==> config.mk <==
export PLATFORM = sky130hd
export DESIGN_NAME = sramLaneCtrl
export DESIGN_NICKNAME = d
export VERILOG_FILES = /design/src/rtl/sramLanePkg.sv /design/src/rtl/sramLaneFsm.sv /design/src/rtl/sramLaneDatapath.sv /design/src/rtl/sramLaneCtrl.sv
export SDC_FILE = /design/constraint.sdc
export NUM_CORES = 1
export LEC_CHECK = 0
export ABC_AREA = 1
export BUFFER_PORTS_ARGS = -buffer_cell sky130_fd_sc_hd__buf_2
export CORE_AREA = 3 3 84 86
export CTS_CLUSTER_SIZE = 20
export DETAILED_ROUTE_END_ITERATION = 16
export DIE_AREA = 0 0 87 89
export HOLD_SLACK_MARGIN = 0.06
export PLACE_DENSITY = 0.68
export SYNTH_ARGS = -nofsm -noshare
export SYNTH_HDL_FRONTEND = slang
export SYNTH_SLANG_ARGS = --single-unit
==> constraint.sdc <==
create_clock -name clk -period 2.6 [get_ports clk]
set_input_delay 0.65 -clock clk [delete_from_list [all_inputs] [get_ports clk]]
set_output_delay 0.65 -clock clk [all_outputs]
set_load 0.005 [all_outputs]
==> src/rtl/sramLanePkg.sv <==
package sramLanePkg;
  localparam int LANE_W = 8;
  localparam int LANES  = 2;
  localparam int DATA_W = LANE_W * LANES;

  typedef enum logic [1:0] {
    S_IDLE  = 2'd0,
    S_WRITE = 2'd1,
    S_RDSET = 2'd2,
    S_RDACC = 2'd3
  } ctlState_t;

  // next-cycle intent handed from control to datapath
  typedef struct packed {
    logic load;     // capture request fields this edge
    logic sel;      // chip select active next cycle
    logic oe;       // output enable active next cycle
    logic we;       // write enable active next cycle
    logic lanes;    // lane strobes follow mask next cycle
    logic drive;    // bus driver on next cycle
    logic capture;  // register read word this edge
  } ctlStrobes_t;
endpackage

==> src/rtl/sramLaneFsm.sv <==
module sramLaneFsm
  import sramLanePkg::*;
#(
  parameter int TURN_CYC = 1,
  parameter int RD_CYC   = 2,
  parameter int WR_CYC   = 1,
  parameter bit HOLD_WE  = 1'b1
) (
  input  logic        clk,
  input  logic        rst,
  input  logic        reqValid,
  input  logic        reqWrite,
  output logic        ready,
  output ctlStrobes_t ctl
);
  localparam int MAX_AB = (RD_CYC > WR_CYC) ? RD_CYC : WR_CYC;
  localparam int MAXC   = (MAX_AB > TURN_CYC) ? MAX_AB : TURN_CYC;
  localparam int CNT_W  = (MAXC < 2) ? 1 : $clog2(MAXC);
  localparam logic [CNT_W-1:0] WR_LOAD   = CNT_W'(WR_CYC - 1);
  localparam logic [CNT_W-1:0] RD_LOAD   = CNT_W'(RD_CYC - 1);
  localparam logic [CNT_W-1:0] TURN_LOAD = CNT_W'(TURN_CYC - 1);

  ctlState_t        state, nxtState;
  logic [CNT_W-1:0] cnt, nxtCnt;
  logic             weHold, weHoldNxt;
  logic             loadNow, captureNow;

  always_comb begin
    nxtState   = state;
    nxtCnt     = cnt;
    loadNow    = 1'b0;
    captureNow = 1'b0;
    case (state)
      S_IDLE: begin
        if (reqValid) begin
          loadNow = 1'b1;
          if (reqWrite) begin
            nxtState = S_WRITE;
            nxtCnt   = WR_LOAD;
          end else begin
            nxtState = S_RDSET;
            nxtCnt   = TURN_LOAD;
          end
        end
      end
      S_WRITE: begin
        if (cnt == '0) nxtState = S_IDLE;
        else           nxtCnt   = cnt - 1'b1;
      end
      S_RDSET: begin
        if (cnt == '0) begin
          nxtState = S_RDACC;
          nxtCnt   = RD_LOAD;
        end else begin
          nxtCnt = cnt - 1'b1;
        end
      end
      S_RDACC: begin
        if (cnt == '0) begin
          nxtState   = S_IDLE;
          captureNow = 1'b1;
        end else begin
          nxtCnt = cnt - 1'b1;
        end
      end
      default: nxtState = S_IDLE;
    endcase
  end

  generate
    if (HOLD_WE) begin : gHold
      always_comb begin
        if (nxtState == S_WRITE)      weHoldNxt = 1'b1;
        else if (nxtState == S_RDSET) weHoldNxt = 1'b0;
        else                          weHoldNxt = weHold;
      end
    end else begin : gNoHold
      always_comb weHoldNxt = 1'b0;
    end
  endgenerate

  always_ff @(posedge clk or posedge rst) begin
    if (rst) begin
      state  <= S_IDLE;
      cnt    <= '0;
      weHold <= 1'b0;
    end else begin
      state  <= nxtState;
      cnt    <= nxtCnt;
      weHold <= weHoldNxt;
    end
  end

  always_comb begin
    ctl.load    = loadNow;
    ctl.capture = captureNow;
    ctl.sel     = (nxtState != S_IDLE);
    ctl.lanes   = (nxtState != S_IDLE);
    ctl.oe      = (nxtState == S_RDACC);
    ctl.drive   = (nxtState == S_WRITE);
    ctl.we      = (nxtState == S_WRITE) || ((nxtState == S_IDLE) && weHoldNxt);
  end

  assign ready = (state == S_IDLE);
endmodule

==> src/rtl/sramLaneDatapath.sv <==
module sramLaneDatapath
  import sramLanePkg::*;
#(
  parameter int ADDR_W = 17
) (
  input  logic              clk,
  input  logic              rst,
  input  ctlStrobes_t       ctl,
  input  logic [ADDR_W-1:0] reqAddr,
  input  logic [DATA_W-1:0] reqWdata,
  input  logic [LANES-1:0]  reqMask,
  input  logic [DATA_W-1:0] memDin,
  output logic [ADDR_W-1:0] memAddr,
  output logic              ceN,
  output logic              oeN,
  output logic              weN,
  output logic [LANES-1:0]  laneN,
  output logic [DATA_W-1:0] dout,
  output logic              doutEn,
  output logic              rdValid,
  output logic [DATA_W-1:0] rdData
);
  logic [LANES-1:0]  maskQ, maskNow;
  logic [DATA_W-1:0] laneData;

  assign maskNow = ctl.load ? reqMask : maskQ;

  always_ff @(posedge clk or posedge rst) begin
    if (rst) begin
      maskQ   <= '0;
      memAddr <= '0;
      dout    <= '0;
      ceN     <= 1'b1;
      oeN     <= 1'b1;
      weN     <= 1'b1;
      doutEn  <= 1'b0;
      rdValid <= 1'b0;
      rdData  <= '0;
    end else begin
      if (ctl.load) begin
        maskQ   <= reqMask;
        memAddr <= reqAddr;
        dout    <= reqWdata;
      end
      ceN     <= ~ctl.sel;
      oeN     <= ~ctl.oe;
      weN     <= ~ctl.we;
      doutEn  <= ctl.drive;
      rdValid <= ctl.capture;
      if (ctl.capture) rdData <= laneData;
    end
  end

  generate
    for (genvar g = 0; g < LANES; g++) begin : gLane
      always_ff @(posedge clk or posedge rst) begin
        if (rst) laneN[g] <= 1'b1;
        else     laneN[g] <= ~(ctl.lanes & maskNow[g]);
      end
      assign laneData[g*LANE_W +: LANE_W] =
        maskQ[g] ? memDin[g*LANE_W +: LANE_W] : '0;
    end
  endgenerate
endmodule

==> src/rtl/sramLaneCtrl.sv <==
module sramLaneCtrl
  import sramLanePkg::*;
#(
  parameter int ADDR_W   = 17,
  parameter int TURN_CYC = 1,
  parameter int RD_CYC   = 2,
  parameter int WR_CYC   = 1,
  parameter bit HOLD_WE  = 1'b1
) (
  input  logic              clk,
  input  logic              rst,
  input  logic              reqValid,
  output logic              reqReady,
  input  logic              reqWrite,
  input  logic [ADDR_W-1:0] reqAddr,
  input  logic [15:0]       reqWdata,
  input  logic [1:0]        reqMask,
  output logic              rdValid,
  output logic [15:0]       rdData,
  output logic [ADDR_W-1:0] memAddr,
  output logic              memCeN,
  output logic              memOeN,
  output logic              memWeN,
  output logic              memLbN,
  output logic              memUbN,
  output logic [15:0]       memDout,
  output logic              memDoutEn,
  input  logic [15:0]       memDin
);
  ctlStrobes_t      ctl;
  logic [LANES-1:0] laneN;

  sramLaneFsm #(
    .TURN_CYC(TURN_CYC),
    .RD_CYC  (RD_CYC),
    .WR_CYC  (WR_CYC),
    .HOLD_WE (HOLD_WE)
  ) fsm_i (
    .clk     (clk),
    .rst     (rst),
    .reqValid(reqValid),
    .reqWrite(reqWrite),
    .ready   (reqReady),
    .ctl     (ctl)
  );

  sramLaneDatapath #(
    .ADDR_W(ADDR_W)
  ) dp_i (
    .clk     (clk),
    .rst     (rst),
    .ctl     (ctl),
    .reqAddr (reqAddr),
    .reqWdata(reqWdata),
    .reqMask (reqMask),
    .memDin  (memDin),
    .memAddr (memAddr),
    .ceN     (memCeN),
    .oeN     (memOeN),
    .weN     (memWeN),
    .laneN   (laneN),
    .dout    (memDout),
    .doutEn  (memDoutEn),
    .rdValid (rdValid),
    .rdData  (rdData)
  );

  assign memLbN = laneN[0];
  assign memUbN = laneN[1];
endmodule

==> results of run 1 <==
worst paths after layout:
kind,endpoint,slack [ns],startpoint
worst max-delay path,reqReady,0.57,fsm_i.state[1]
worst min-delay path,dp_i.rdData[3],0.39,rst
worst max register to register,dp_i.laneN[1],0.84,fsm_i.state[1]
worst min register to register,dp_i.weN,0.44,fsm_i.weHold
max in group asynchronous,dp_i.weN,1.54,rst
min in group clk,dp_i.weN,0.44,fsm_i.weHold
worst register-to-register path, delay by kind of cell, from the launching register on:
| family | cells | cell delay [ns] |
|---|---|---|
| flip-flops | 1 | 0.44 |
| AND/OR/NAND/NOR | 5 | 1.26 |
through the flow:
| stage | hold WS (ns) | cell area [um^2] |
|---|---|---|
| 6_report | 0.3853 | 3277 |
| 5_1_grt | 0.4383 | 3277 |
| 4_1_cts | 0.3904 | 3277 |
| 3_5_place_dp | 0.4323 | 3105 |
| 3_3_place_gp | 0.4280 | 3105 |
| 2_1_floorplan | 0.4033 | 2517 |
cells in the mapped netlist (all sizes together):
cell type  instances  area (um^2)
buf               15        93.84
clkbuf             1        5.000
dfrtp             57         1426
dfstp              5        131.4
inv               12        45.04
nand2            100        385.4
nand3             53        270.3
nor2               3        42.54
o21ai             19        110.1
o31ai              1        7.510
layout make-up:
type / count / area (um^2) / share of cell area [%]
well taps: 77 / 96.34 / 2.940
clock buffers: 15 / 166.4 / 5.078
repair buffers: 114 / 590.6 / 18.02
multi-input cells: 176 / 815.8 / 24.90
clock inverters: 1 / 5.005 / 0.1527
flip-flops and latches: 62 / 1558 / 47.54
inverters: 12 / 45.04 / 1.375
where the power goes:
group | internal [mW] | switching (mW)
Combinational | 0.523 | 0.780
Sequential | 1.39 | 0.245
Clock | 0.399 | 0.332
Total | 2.31 | 1.36
cell usage in the layout (no fill, tap or decap), drive strengths merged:
master  Yosys  routed
o31ai       1       1
o21ai      19      19
clkbuf      1      15
nand3      53      53
inv        12      12
nor2        3       3
dfrtp      57      57
nand2     100     100
buf        15     114
clkinv      0       1
dfstp       5       5
cell families (layout without fill, tap and decap cells):
kind of cell	count (synthesis)	after routing	share of synthesized area [%]
compound gates	20	20	4.672
flops	62	62	61.88
buf+inv	28	142	5.715
simple gates	156	156	27.73
per-layer routing:
layer / track usage, % / up-vias / wire [um]
li1: - / 1072 / -
met1: 20.60 / 1001 / 2560
met2: 25.33 / 80 / 2741
met3: 4.240 / 8 / 533
met4: 6.941 / 0 / 68
met5: 0 / - / 0
registers in the layout (all words and copies together) (netlist names):
| signal | count |
|---|---|
| dp_i.rdValid | 1 |
| dp_i.rdData | 16 |
| fsm_i.cnt | 1 |
| dp_i.dout | 16 |
| dp_i.doutEn | 1 |
| dp_i.ceN | 1 |
| dp_i.oeN | 1 |
| dp_i.weN | 1 |
| dp_i.memAddr | 17 |
| dp_i.laneN | 2 |
| fsm_i.weHold | 1 |
| fsm_i.state | 2 |
| dp_i.maskQ | 2 |
==> results.txt, run 1 <==
Die Area: 7743 um^2
post-CTS setup buffers: 0
power per cell area: 1118 nW/um^2
CP bufs+invs: 1
Buffers on Ports: 111
CTS Root Cell: clkbuf_8
Period Utilization, post-route: 78.19%
min Tclk post-route: 2.033 ns
htree depth: 3
remaining global-route overflow: 0
CP Class: flip-flop to output port
clk buf depth: 2
clock latency on the worst-skew pair: 0.32 ns
Setup crit end kind: output port
Starting Density: 39.65%
number of fill cells: 610
Post-CTS Resized: 0
Stages on worst setup path: 2
skew final: 0.007553 ns
crit path DAT: 1.38 ns
Clock Sinks: 62
Hold/Removal Path Class: primary input to async pin
Area Growth Syn to Fin: 30.17%
status: complete, no violations
Via density: 4.729
YS warnings: 0
total number of vias: 2161
placer congestion estimate: 0.7440
Synth Register Bits: 62
Initial DRC Count: 69
hpwl dp: 4266 um
measured slew at the worst slew-check pin: 0.6319 ns
Setup WS pre-CTS: 0.8463 ns
Die W: 87 um
setup TNS: 0 ns
Post-Route WL: 5904 um
post-synthesis sequential area ratio: 61.88%
Crit path max-delay family: flip-flops
Static Leak: 1.896 nW
Core Area: 6350 um^2
fin nets: 430
Max FO, Critical Path: 20
Clock transition at path regs: 0.07 ns
Setup-failing EPs final: 0
hold_buf cts: 0
Synth Net Count: 321
routed len/inst: 12.92 um
R2R depth: 5
largest net degree at the start of global routing: 37
clock buffer count from CTS: 9
Die Y: 89 um
Non-Filler Instances: 457
All-Layer GR Usage: 15.94%
Worst Path Required: 1.95 ns
# DRC: 0
# placed instances: 441
Synth cell types: 20
Worst path max stage delay: 0.44 ns
final hold viol count: 0
Final Util: 51.61%
Mapped Cells: 266
Syn Std Cell Area: 2517 um^2
I/O pin count: 112
first-pass GRT wire length: 9756 um
fraction of layout cells with a size suffix above 1: 37.63%
initial antenna violation count: 0
row cnt: 29
fin. max-slew vios: 0
Critical Path Slowest Stage Cell: dfrtp_1
drt pass-1 iters: 4
synthesized area per cell: 9.464 um^2
final worst slack: 0.5671 ns
vias in the first global route: 2088
CP cell instances: nor2_4 -> buf_2
Slew Limit Headroom: 57.72%
Antenna Cells: 0
Max VDD drop: 0.4233 mV
Max Cap Viol: 0
startpoint types: flip-flop
RSZ-0062 raised after global routing: no
Total Power: 3.665 mW
maximum clock rate: 491.9 MHz
CTS tree: yes
Antenna Nets Post-Route: 0
No activity file was read; power rests on OpenSTA's default activity.
==> inputs of run 2 (changes only) <==
--- a/config.mk
+++ b/config.mk
@@ -5,14 +5,14 @@
 export SDC_FILE = /design/constraint.sdc
 export NUM_CORES = 1
 export LEC_CHECK = 0
-export ABC_AREA = 1
+export ABC_AREA = 0
 export BUFFER_PORTS_ARGS = -buffer_cell sky130_fd_sc_hd__buf_2
 export CORE_AREA = 3 3 84 86
 export CTS_CLUSTER_SIZE = 20
 export DETAILED_ROUTE_END_ITERATION = 16
 export DIE_AREA = 0 0 87 89
 export HOLD_SLACK_MARGIN = 0.06
-export PLACE_DENSITY = 0.68
+export PLACE_DENSITY = 0.71
 export SYNTH_ARGS = -nofsm -noshare
 export SYNTH_HDL_FRONTEND = slang
 export SYNTH_SLANG_ARGS = --single-unit
==> constraint.sdc (replaced) <==
create_clock -name clk -period 1.65 [get_ports clk]
set_input_delay 0.4125 -clock clk [delete_from_list [all_inputs] [get_ports clk]]
set_output_delay 0.4125 -clock clk [all_outputs]
set_load 0.005 [all_outputs]
==> run 2 against run 1 <==
Compared with the run above: synthesized cell count decreased by 28%; combinational power increased by 94%; non-clock buffer count increased by 4; final cell count decreased by 15%; area after synthesis increased by 1.3%; first-iteration DRC count decreased by 23%; routed wire length decreased by 10%; critical path type is now flip-flop to flip-flop; critical endpoint is now dp_i.dout[13].
==> results.txt, run 2 <==
status: complete, no violations (unchanged)
Syn Std Cell Area: 2550 um^2 (was 2517 um^2)
clock latency on the worst-skew pair: 0.32 ns (about the same)
initial antenna violation count: 0 (unchanged)
fin. max-slew vios: 0 (unchanged)
drt pass-1 iters: 4 (unchanged)
final worst slack: 0.2600 ns (was 0.5671 ns)
CP cell instances: nor2_2 -> and2_2 -> buf_12 -> mux2_2 (was nor2_4 -> buf_2)
All-Layer GR Usage: 13.89% (was 15.94%)
CP Class: flip-flop to flip-flop (was flip-flop to output port)
routed len/inst: 13.56 um (was 12.92 um)
CP Launch Point: fsm_i.state[1] (unchanged)
Hold/Removal Path Class: primary input to async pin (unchanged)
hpwl dp: 3763 um (was 4266 um)
htree depth: 3 (unchanged)
Non-Filler Instances: 390 (was 457)
Area Growth Syn to Fin: 34.35% (was 30.17%)
FF-to-FF Start: fsm_i.state[1] (unchanged)
Clock transition at path regs: 0.07 ns (about the same)
Die Y: 89 um (unchanged)
Synth cell types: 23 (was 20)
Synth Register Bits: 62 (unchanged)
row cnt: 29 (unchanged)
clk buf depth: 2 (unchanged)
synthesized area per cell: 13.35 um^2 (was 9.464 um^2)
synth cell count leaders: dfrtp_1, nand2_1, mux2_4, o21ai_0, mux2_2 (was nand2_1, dfrtp_1, nand3_1, o21ai_0, inv_1)
placer congestion estimate: 0.8245 (was 0.7440)
placed inst area: 3206 um^2 (was 3105 um^2)
crit path DAT: 1.59 ns (was 1.38 ns)
end of the worst register-to-register path: dp_i.dout[13] (was dp_i.laneN[1])
R2R depth: 4 (was 5)
count leader, synth: dfrtp_1 (was nand2_1)
maximum clock rate: 719.4 MHz
Stages on worst setup path: 4 (was 2)
final hold viol count: 0 (unchanged)
Initial DRC Count: 53 (was 69)
Via density: 4.626 (was 4.729)
area of the multi-input gates: 903.4 um^2 (was 815.8 um^2)
dominant cells by area after synthesis: dfrtp_1, mux2_4, dfstp_2 (was dfrtp_1, nand2_1, nand3_1)
CP bufs+invs: 1 (unchanged)
clock buffer count from CTS: 9 (unchanged)
most frequent cells in the layout: buf_2, dfrtp_1, nand2_1 (was buf_2, nand2_1, dfrtp_1)
Setup-failing EPs final: 0 (unchanged)
Total Power: 6.650 mW (was 3.665 mW)
Reg with most FFs: dp_i.memAddr (unchanged)
Die W: 87 um (unchanged)
number of fill cells: 578 (was 610)
number of synthesized flops with an enable pin: 0 (unchanged)
Synth Net Count: 246 (was 321)
fraction of layout cells with a size suffix above 1: 56.55% (was 37.63%)
post-synthesis sequential area ratio: 61.09% (was 61.88%)
Mapped Cells: 191 (was 266)
Antenna Cells: 0 (unchanged)
RSZ-0062 raised after global routing: no (unchanged)
startpoint types: flip-flop (unchanged)
Max FO, Critical Path: 23 (was 20)
Post-CTS Resized: 0 (unchanged)
CTS Root Cell: clkbuf_8 (unchanged)
post-CTS setup buffers: 0 (unchanged)
Clock Sinks: 62 (unchanged)
Final Util: 53.95% (was 51.61%)
min Tclk post-route: 1.390 ns
Max VDD drop: 0.8487 mV (was 0.4233 mV)
sequential cell area: 1558 um^2 (unchanged)
Antenna Nets Post-Route: 0 (unchanged)
measured slew at the worst slew-check pin: 0.3561 ns (was 0.6319 ns)
Crit path max-delay family: flip-flops (unchanged)
largest net degree at the start of global routing: 63 (was 37)
area share of the largest cell type after synthesis: 55.94% (was 56.66%)
# placed instances: 374 (was 441)
hold_buf cts: 0 (unchanged)
most common library cell in the layout ignoring fill and taps: buf_2 (unchanged)
Post-Route WL: 5288 um (was 5904 um)
register-to-register setup slack: 0.26 ns (was 0.84 ns)
# DRC: 0 (unchanged)
Largest register FFs: 17 (unchanged)
CP endpoint: dp_i.dout[13] (was reqReady)
Worst Path Required: 1.85 ns (was 1.95 ns)
Setup crit end kind: flip-flop (was output port)
Worst path max stage delay: 0.39 ns (was 0.44 ns)
ys flop type: dfrtp_1 (unchanged)
Buffers on Ports: 111 (unchanged)
cell taking the most area after synthesis: dfrtp_1 (unchanged)
YS warnings: 0 (unchanged)
remaining global-route overflow: 0 (unchanged)
FFs w/ async S/R, synth: 100.0% (unchanged)
setup TNS: 0 ns (unchanged)
Setup WS pre-CTS: 0.1873 ns (was 0.8463 ns)
fin nets: 363 (was 430)
power per cell area: 1941 nW/um^2 (was 1118 nW/um^2)
total number of vias: 1804 (was 2161)
biggest regs: dp_i.memAddr x17, dp_i.dout x16, dp_i.rdData x16 (unchanged)
Critical Path Slowest Stage Cell: dfrtp_1 (unchanged)
Core Area: 6350 um^2 (unchanged)
Design Area, Final: 3426 um^2 (was 3277 um^2)
first-pass GRT wire length: 8438 um (was 9756 um)
skew final: 0.006044 ns (was 0.007553 ns)
Slew Limit Headroom: 76.26% (was 57.72%)
Starting Density: 40.16% (was 39.65%)
Max Cap Viol: 0 (unchanged)
Die Area: 7743 um^2 (unchanged)
Period Utilization, post-route: 84.24%
Static Leak: 1.763 nW (was 1.896 nW)
worst hold margin: 0.1663 ns (was 0.3853 ns)
I/O pin count: 112 (unchanged)
CTS tree: yes (unchanged)
vias in the first global route: 1778 (was 2088)
-- run 2: layout make-up --
cell class              count  share of cell area [%]
repair buffers            118                   18.48
flip-flops and latches     62                   45.47
clock buffers              14                   5.332
clock inverters             2                   1.096
well taps                  77                   2.812
multi-input cells         114                   26.37
inverters                   3                  0.4383
-- run 2: worst reg2reg max path: stages (launching register included) --
cell and delay (ns):
dfrtp_1 0.39, nor2_2 0.12, and2_2 0.20, buf_12 0.21
mux2_2 0.36
-- run 2: cell families after synthesis --
kind of cell           synth area share (%)
muxes                                 20.31
DFF                                   61.09
AOI/OAI and AO/OA                     6.772
buffers and inverters                 3.533
and+or+nand+nor                       8.292
-- run 2: report_power, final --
group | internal, mW | switching (mW) | total (mW)
clock network | 0.864 | 0.546 | 1.41
logic | 1.50 | 1.02 | 2.52
registers | 2.29 | 0.437 | 2.72
-- run 2: worst min path at each step --
stage	endpoint	slack [ns]	cells after the start	from
finish	dp_i.rdValid	0.17	3	rst
global route	dp_i.rdData[6]	0.20	3	rst
CTS	dp_i.rdData[6]	0.17	3	rst
detailed placement	dp_i.rdData[13]	0.46	2	dp_i.rdData[13]
global placement	dp_i.rdData[3]	0.46	2	dp_i.rdData[3]
floorplan	dp_i.ceN	0.46	1	reqValid
-- run 2: per-layer routing --
layer	wire [um]	GRT usage, %	part of all wire, %	vias up
met1	2208	17.43	42	847
met5	0	0	0	-
met2	2534	22.50	48	72
met3	464	4.240	8.8	9
met4	80	5.524	1.5	0
li1	-	-	-	876
